**src/rtl/pcc_pkg.sv**
```systemverilog
`timescale 1ns/1ps
package pcc_pkg;

  // Byte-lane routing chosen from the two enables and address bit 0.
  typedef enum logic [2:0] {
    LANE_IDLE     = 3'd0,
    LANE_WORD     = 3'd1,
    LANE_EVEN     = 3'd2,
    LANE_ODD_SWAP = 3'd3,
    LANE_ODD_HIGH = 3'd4
  } lane_e;

  // Per-cycle lane capabilities derived from the routing mode.
  typedef struct packed {
    logic active;  // at least one enable low
    logic lo_dev;  // low byte device takes part
    logic hi_dev;  // high byte device takes part
    logic use_lo;  // host lanes 7..0 carry data
    logic use_hi;  // host lanes 15..8 carry data
    logic swap;    // high device byte travels on the low lanes
  } lane_ctl_t;

  localparam int unsigned BYTE_W = 8;

endpackage

```
**src/rtl/pcc_lane_decode.sv**
```systemverilog
`timescale 1ns/1ps
module pcc_lane_decode
  import pcc_pkg::*;
(
  input  logic      ce_even_n,
  input  logic      ce_odd_n,
  input  logic      a0,
  output lane_ctl_t ctl
);

  lane_e mode;

  always_comb begin
    unique case ({ce_even_n, ce_odd_n})
      2'b11:   mode = LANE_IDLE;
      2'b00:   mode = LANE_WORD;
      2'b01:   mode = a0 ? LANE_ODD_SWAP : LANE_EVEN;
      default: mode = LANE_ODD_HIGH;
    endcase
  end

  always_comb begin
    ctl = '0;
    unique case (mode)
      LANE_WORD: begin
        ctl.active = 1'b1;
        ctl.lo_dev = 1'b1;
        ctl.hi_dev = 1'b1;
        ctl.use_lo = 1'b1;
        ctl.use_hi = 1'b1;
      end
      LANE_EVEN: begin
        ctl.active = 1'b1;
        ctl.lo_dev = 1'b1;
        ctl.use_lo = 1'b1;
      end
      LANE_ODD_SWAP: begin
        ctl.active = 1'b1;
        ctl.hi_dev = 1'b1;
        ctl.use_lo = 1'b1;
        ctl.swap   = 1'b1;
      end
      LANE_ODD_HIGH: begin
        ctl.active = 1'b1;
        ctl.hi_dev = 1'b1;
        ctl.use_hi = 1'b1;
      end
      default: ctl = '0;
    endcase
  end

endmodule

```
**src/rtl/pcc_pair_decode.sv**
```systemverilog
`timescale 1ns/1ps
module pcc_pair_decode #(
  parameter int unsigned NUM_PAIRS = 10,
  parameter int unsigned IDX_W     = 4
) (
  input  logic [IDX_W-1:0]     idx,
  input  logic                 enable,
  output logic                 populated,
  output logic [NUM_PAIRS-1:0] sel
);

  localparam int unsigned CMP_W = IDX_W + 1;

  assign populated = ({1'b0, idx} < CMP_W'(NUM_PAIRS));

  for (genvar p = 0; p < NUM_PAIRS; p++) begin : g_pair
    assign sel[p] = enable && (idx == IDX_W'(p));
  end

endmodule

```
**src/rtl/pcc_read_steer.sv**
```systemverilog
`timescale 1ns/1ps
module pcc_read_steer
  import pcc_pkg::*;
(
  input  lane_ctl_t         ctl,
  input  logic              rd,
  input  logic              attr,
  input  logic              populated,
  input  logic [BYTE_W-1:0] arr_lo_q,
  input  logic [BYTE_W-1:0] arr_hi_q,
  input  logic [BYTE_W-1:0] attr_q,
  output logic [2*BYTE_W-1:0] rdata,
  output logic              drv_lo,
  output logic              drv_hi
);

  localparam logic [BYTE_W-1:0] FILL = '1;

  logic [BYTE_W-1:0] src_lo;
  logic [BYTE_W-1:0] src_hi;

  always_comb begin
    if (attr) begin
      src_lo = attr_q;
      src_hi = FILL;
    end else if (!populated) begin
      src_lo = FILL;
      src_hi = FILL;
    end else begin
      src_lo = ctl.swap ? arr_hi_q : arr_lo_q;
      src_hi = arr_hi_q;
    end
  end

  assign drv_lo = rd && ctl.active && ctl.use_lo;
  assign drv_hi = rd && ctl.active && ctl.use_hi;
  assign rdata  = {drv_hi ? src_hi : '0, drv_lo ? src_lo : '0};

endmodule

```
**src/rtl/pcc_ready_merge.sv**
```systemverilog
`timescale 1ns/1ps
module pcc_ready_merge #(
  parameter int unsigned NUM_DEV = 20
) (
  input  logic               clk,
  input  logic               rst,
  input  logic [NUM_DEV-1:0] dev_ready,
  output logic               card_ready
);

  always_ff @(posedge clk) begin
    if (rst) card_ready <= 1'b0;
    else     card_ready <= &dev_ready;
  end

endmodule

```
**src/rtl/pcc_flash_ctl.sv**
```systemverilog
`timescale 1ns/1ps
module pcc_flash_ctl
  import pcc_pkg::*;
#(
  parameter int unsigned NUM_PAIRS = 10,
  parameter int unsigned ADDR_W    = 26,
  parameter int unsigned IDX_LSB   = 22
) (
  input  logic                   clk,
  input  logic                   rst,
  input  logic [ADDR_W-1:0]      host_addr,
  input  logic                   host_ce_even_n,
  input  logic                   host_ce_odd_n,
  input  logic                   host_oe_n,
  input  logic                   host_we_n,
  input  logic                   host_attr_n,
  input  logic                   wp_on,
  input  logic [15:0]            host_wdata,
  input  logic [7:0]             arr_lo_q,
  input  logic [7:0]             arr_hi_q,
  input  logic [7:0]             attr_q,
  input  logic [2*NUM_PAIRS-1:0] dev_ready,
  output logic [NUM_PAIRS-1:0]   pair_sel,
  output logic [IDX_LSB-2:0]     dev_addr,
  output logic                   lo_rd,
  output logic                   hi_rd,
  output logic                   lo_wr,
  output logic                   hi_wr,
  output logic [7:0]             arr_lo_d,
  output logic [7:0]             arr_hi_d,
  output logic [15:0]            host_rdata,
  output logic                   drv_lo,
  output logic                   drv_hi,
  output logic                   attr_rd,
  output logic                   attr_wr,
  output logic                   card_ready,
  output logic                   wait_n
);

  localparam int unsigned IDX_W   = ADDR_W - IDX_LSB;
  localparam int unsigned WADDR_W = IDX_LSB - 1;
  localparam int unsigned NUM_DEV = 2 * NUM_PAIRS;

  // ---------------- decode ----------------
  lane_ctl_t ctl;
  logic      rd_cyc, wr_cyc, attr_cyc, flash_cyc, populated;
  logic [NUM_PAIRS-1:0] sel_nx;

  pcc_lane_decode u_lane (
    .ce_even_n (host_ce_even_n),
    .ce_odd_n  (host_ce_odd_n),
    .a0        (host_addr[0]),
    .ctl       (ctl)
  );

  assign rd_cyc    = !host_oe_n && host_we_n;
  assign wr_cyc    = !host_we_n;
  assign attr_cyc  = !host_attr_n && ctl.active;
  assign flash_cyc = host_attr_n && ctl.active;

  pcc_pair_decode #(.NUM_PAIRS(NUM_PAIRS), .IDX_W(IDX_W)) u_pair (
    .idx       (host_addr[ADDR_W-1:IDX_LSB]),
    .enable    (flash_cyc),
    .populated (populated),
    .sel       (sel_nx)
  );

  logic [15:0] rdata_nx;
  logic        drv_lo_nx, drv_hi_nx;

  pcc_read_steer u_steer (
    .ctl       (ctl),
    .rd        (rd_cyc),
    .attr      (!host_attr_n),
    .populated (populated),
    .arr_lo_q  (arr_lo_q),
    .arr_hi_q  (arr_hi_q),
    .attr_q    (attr_q),
    .rdata     (rdata_nx),
    .drv_lo    (drv_lo_nx),
    .drv_hi    (drv_hi_nx)
  );

  logic dev_go, wr_ok;
  assign dev_go = flash_cyc && populated;
  assign wr_ok  = dev_go && wr_cyc && !wp_on;

  // ---------------- output registers ----------------
  always_ff @(posedge clk) begin
    if (rst) begin
      pair_sel   <= '0;
      dev_addr   <= '0;
      lo_rd      <= 1'b0;
      hi_rd      <= 1'b0;
      lo_wr      <= 1'b0;
      hi_wr      <= 1'b0;
      arr_lo_d   <= '0;
      arr_hi_d   <= '0;
      host_rdata <= '0;
      drv_lo     <= 1'b0;
      drv_hi     <= 1'b0;
      attr_rd    <= 1'b0;
      attr_wr    <= 1'b0;
    end else begin
      pair_sel   <= sel_nx;
      dev_addr   <= host_addr[IDX_LSB-1:1];
      lo_rd      <= dev_go && rd_cyc && ctl.lo_dev;
      hi_rd      <= dev_go && rd_cyc && ctl.hi_dev;
      lo_wr      <= wr_ok && ctl.lo_dev;
      hi_wr      <= wr_ok && ctl.hi_dev;
      arr_lo_d   <= host_wdata[7:0];
      arr_hi_d   <= ctl.swap ? host_wdata[7:0] : host_wdata[15:8];
      host_rdata <= rdata_nx;
      drv_lo     <= drv_lo_nx;
      drv_hi     <= drv_hi_nx;
      attr_rd    <= attr_cyc && rd_cyc;
      attr_wr    <= attr_cyc && wr_cyc;
    end
  end

  pcc_ready_merge #(.NUM_DEV(NUM_DEV)) u_rdy (
    .clk        (clk),
    .rst        (rst),
    .dev_ready  (dev_ready),
    .card_ready (card_ready)
  );

  assign wait_n = 1'b1;

  // ---------------- assertions ----------------
  a_r6_pair_onehot: assert property (@(posedge clk) disable iff (rst)
    $onehot0(pair_sel));

  a_r8_attr_excl: assert property (@(posedge clk) disable iff (rst)
    (attr_rd || attr_wr) |-> (pair_sel == '0 && !lo_wr && !hi_wr && !lo_rd && !hi_rd));

  a_r9_wp_lockout: assert property (@(posedge clk) disable iff (rst)
    wp_on |=> (!lo_wr && !hi_wr));

  a_r1_idle: assert property (@(posedge clk) disable iff (rst)
    (host_ce_even_n && host_ce_odd_n) |=>
      (pair_sel == '0 && !lo_rd && !hi_rd && !lo_wr && !hi_wr &&
       !attr_rd && !attr_wr && !drv_lo && !drv_hi));

  a_r7_unpopulated: assert property (@(posedge clk) disable iff (rst)
    (host_addr[ADDR_W-1:IDX_LSB] >= IDX_W'(NUM_PAIRS)) |=>
      (pair_sel == '0 && !lo_rd && !hi_rd && !lo_wr && !hi_wr));

  a_r13_drive_read_only: assert property (@(posedge clk) disable iff (rst)
    (host_oe_n || !host_we_n) |=> (!drv_lo && !drv_hi));

  a_r10_busy: assert property (@(posedge clk) disable iff (rst)
    !(&dev_ready) |=> !card_ready);

  a_r11_reset_clear: assert property (@(posedge clk)
    rst |=> (pair_sel == '0 && !lo_rd && !hi_rd && !lo_wr && !hi_wr &&
             !drv_lo && !drv_hi && !attr_rd && !attr_wr && !card_ready &&
             host_rdata == '0));

endmodule

```
**config.mk**
```make
export PLATFORM = sky130hd
export DESIGN_NAME = pcc_flash_ctl
export DESIGN_NICKNAME = d
export VERILOG_FILES = /design/src/rtl/pcc_pkg.sv /design/src/rtl/pcc_lane_decode.sv /design/src/rtl/pcc_pair_decode.sv /design/src/rtl/pcc_read_steer.sv /design/src/rtl/pcc_ready_merge.sv /design/src/rtl/pcc_flash_ctl.sv
export SDC_FILE = /design/constraint.sdc
export NUM_CORES = 1
export LEC_CHECK = 0
export BUFFER_PORTS_ARGS = -buffer_cell sky130_fd_sc_hd__buf_2
export CORE_ASPECT_RATIO = 1.4
export CORE_MARGIN = 10
export CORE_UTILIZATION = 42
export CTS_CLUSTER_SIZE = 25
export DETAILED_ROUTE_END_ITERATION = 8
export MAX_ROUTING_LAYER = met4
export PLACE_DENSITY = 0.84
export SLEW_MARGIN = 20
export SYNTH_ARGS = -nofsm -noshare
export SYNTH_HDL_FRONTEND = slang
export SYNTH_HIERARCHICAL = 1
export SYNTH_SLANG_ARGS = --single-unit
```
**constraint.sdc**
```tcl
create_clock -name clk -period 1.7 [get_ports clk]
set_input_delay 0.34 -clock clk [delete_from_list [all_inputs] [get_ports clk]]
set_output_delay 0.34 -clock clk [all_outputs]
set_load 0.05 [all_outputs]
```
==> reports/metrics.csv <==
stage;metric;value;unit
status;status;completed;
worst_hold_path;HP Start;wp_on;
layout;layout cells sized above 1;0.492;
power_and_ir_drop;clock share of power;0.390;
sta;Setup TNS Final;0;ns
global_routing;GRT overflow;0;
synth;syn_nets;336;
routing;top sig layer;met4;
synth;Post-synth top flop;dfxtp_1;
routing;WL met3;468;um
layout;Finished Layout Cells;485;
critical_path;CP cell instances;buf_2;
layout;# fillers;546;
clock_network;htree depth;3;
synth;yosys warns;6;
floorplan;FP Rows;33;
power_and_ir_drop;Sw Pwr;1.01;mW
placement;Placed Instance Area;3480;um^2
clock_network;post-CTS setup buffer count;0;
placement;GP Congestion;0.852;
critical_path;worst setup path startpoint;host_rdata[15];
global_routing;pin count of the biggest net entering global routing;30;
routing;DRC;0;
layout;fin util;0.624;
synth;Mapped Area;2600;um^2
critical_path;Max Fanout on Critical Path;1;
floorplan;die width;86.5;um
clock_network;clock slew at reported path FFs;0.07;ns
sta;RSZ-0062 raised after global routing;no;
layout;most frequent cells in the layout;buf_2, dfxtp_1, nor2b_1;
clock_network;count of cells resized by post-cts repair;0;
global_routing;wire length of the first global-routing pass;12.1;mm
synth;post-synthesis register bit count;72;
flow_run;Max-Cap Viols;0;
critical_path;crit path DAT;0.92;ns
routing;DRT Wirelength;7.77;mm
power_and_ir_drop;Internal Pwr Total;2.86;mW
clock_network;hold buffers post-CTS;0;
routing;WL met2;4.29;mm
routing;antenna violation net count after detailed routing;0;
power_and_ir_drop;leakage power;1.88;nW
placement;port buffer count;165;
critical_path;CP max stage cell;dfxtp_1;
routing;Initial DRC Count;68;
worst_hold_path;Worst Hold Path EP;lo_wr;
critical_path;CP required;1.36;ns
placement;post-DP HPWL;6.35;mm
sta;Period Utilization, post-route;0.740;
synth;sequential share of the synthesized area;0.554;
critical_path;Setup crit start kind;flip-flop;
critical_path;CP Class;reg2out;
floorplan;DIE AREA;9790;um^2
synth;Synth cell types;33;
synth;FFs w/ async S/R, synth;0;
sta;setup violators final;0;
global_routing;vias in the first global route;2427;
sta;f_max;795;MHz
clock_network;CTS tree;done;
synth;Syn Inst Count;242;
floorplan;Die Y;113;um
global_routing;Total GRT Usage;0.160;
critical_path;Critical Path Sink Type;primary output;
floorplan;Starting Density;0.438;
synth;Post-synth EDFFs;0;
layout;# diodes;0;
global_routing;initial antenna violation count;0;
clock_network;CTS buffer count;9;
floorplan;core footprint;5950;um^2
layout;Synth-to-Final Area Change;42.5;%
floorplan;IO Count;167;
worst_hold_path;worst hold-check path type;in2reg;
routing;Vias;2213;
sta;Final Hold Vio Count;0;
routing;drt pass-1 iters;5;
layout;Design Area, Final;3710;um^2
critical_path;slowest stage delay, CP;0.33;ns
clock_network;CTS Buffer Depth;2;
power_and_ir_drop;Sequential Power Share;0.455;
critical_path;Crit path max-delay family;flip-flops;
layout;commonest non-fill, non-tap cell in the layout;buf_2;
worst_hold_path;hold depth;2;
power_and_ir_drop;worst IR drop on VDD;0.522;mV
synth;Post-Syn Area per Cell;10.8;um^2
power_and_ir_drop;switch share;0.262;
sta;fin crit period;1.26;ns
routing;Vias per Instance;4.56;
power_and_ir_drop;Combinational Power Share;0.155;
clock_network;root buffer cell;clkbuf_8;
sta;Slew Limit Fails;0;
layout;Final Net Count;504;
routing;DR WL/cell;16.0;um
clock_network;Sink Count;72;
power_and_ir_drop;PwrDens;1040;nW/um^2
critical_path;WP buf/inv;1;
placement;placed cell count;469;
routing;met1 wire length;2.87;mm
==> cell families after synthesis <==
| group | share of synthesized area |
|---|---|
| AO/OA/AOI/OAI | 0.0760 |
| buffers and inverters | 0.0553 |
| multiplexers | 0.0615 |
| AND/OR/NAND/NOR | 0.252 |
| other | 0.00144 |
| flip-flops | 0.554 |
==> per-layer routing <==
layer / track usage / vias up
met5: - / -
met4: 0.0650 / 0
met3: 0.0488 / 13
met2: 0.284 / 78
met1: 0.157 / 1003
li1: - / 1119
==> state kept, by name, indices dropped and copies added (netlist names), 8 cells and up <==
signal      count
arr_lo_d        8
dev_addr       21
pair_sel       10
host_rdata     16
arr_hi_d        8
==> synthesized netlist by cell type, types with 3 or more instances <==
library cell	n	area [um^2]
nand3b_1	3	22.5
nand2b_1	5	31.3
nor3_1	4	20.0
nand4_1	4	25.0
inv_1	12	45.0
nand2_1	3	11.3
o21a_1	8	60.1
buf_2	4	20.0
dfxtp_1	72	1440
buf_6	4	45.0
nor2_1	15	56.3
mux2i_1	16	160
a221oi_2	8	120
clkbuf_1	4	15.0
nor2b_1	56	350
==> through the flow <==
step | hold slack (ns) | worst slack [ns] | power, mW
floorplan | 0.407 | 0.419 | 2.19
global placement | 0.530 | 0.208 | 2.39
detailed placement | 0.535 | 0.133 | 2.40
CTS | 0.176 | 0.415 | 3.92
global route | 0.178 | 0.327 | 4.03
finish | 0.203 | 0.442 | 3.87
==> worst max-delay path by stage <==
| stage | depth (start not counted) | endpoint | slack, ns |
|---|---|---|---|
| floorplan | 6 | host_rdata[0] | 0.42 |
| global placement | 6 | pair_sel[0] | 0.21 |
| detailed placement | 6 | host_rdata[15] | 0.13 |
| CTS | 1 | arr_lo_d[3] | 0.41 |
| global route | 6 | host_rdata[9] | 0.33 |
| finish | 1 | host_rdata[15] | 0.44 |
==> power groups by stage <==
stage          Clock, mW  Sequential [mW]  Combinational [mW]
4_1_cts             1.55             1.76               0.605
2_1_floorplan          0             2.02               0.171
3_3_place_gp           0             1.80               0.592
6_report            1.51             1.76               0.599
3_5_place_dp           0             1.80               0.603
5_1_grt             1.62             1.77               0.646
==> cell type report <==
class                   instances  area (um^2)  share of cell area
clock buffers                  12          155              0.0418
clock inverters                 4         76.3              0.0206
inverters                      13         48.8              0.0132
multi-input cells             143         1020               0.274
flip-flops and latches         72         1440               0.389
well taps                      70         87.6              0.0236
repair buffers                171          883               0.238
Note: power is estimated with default switching activity, not from simulation.
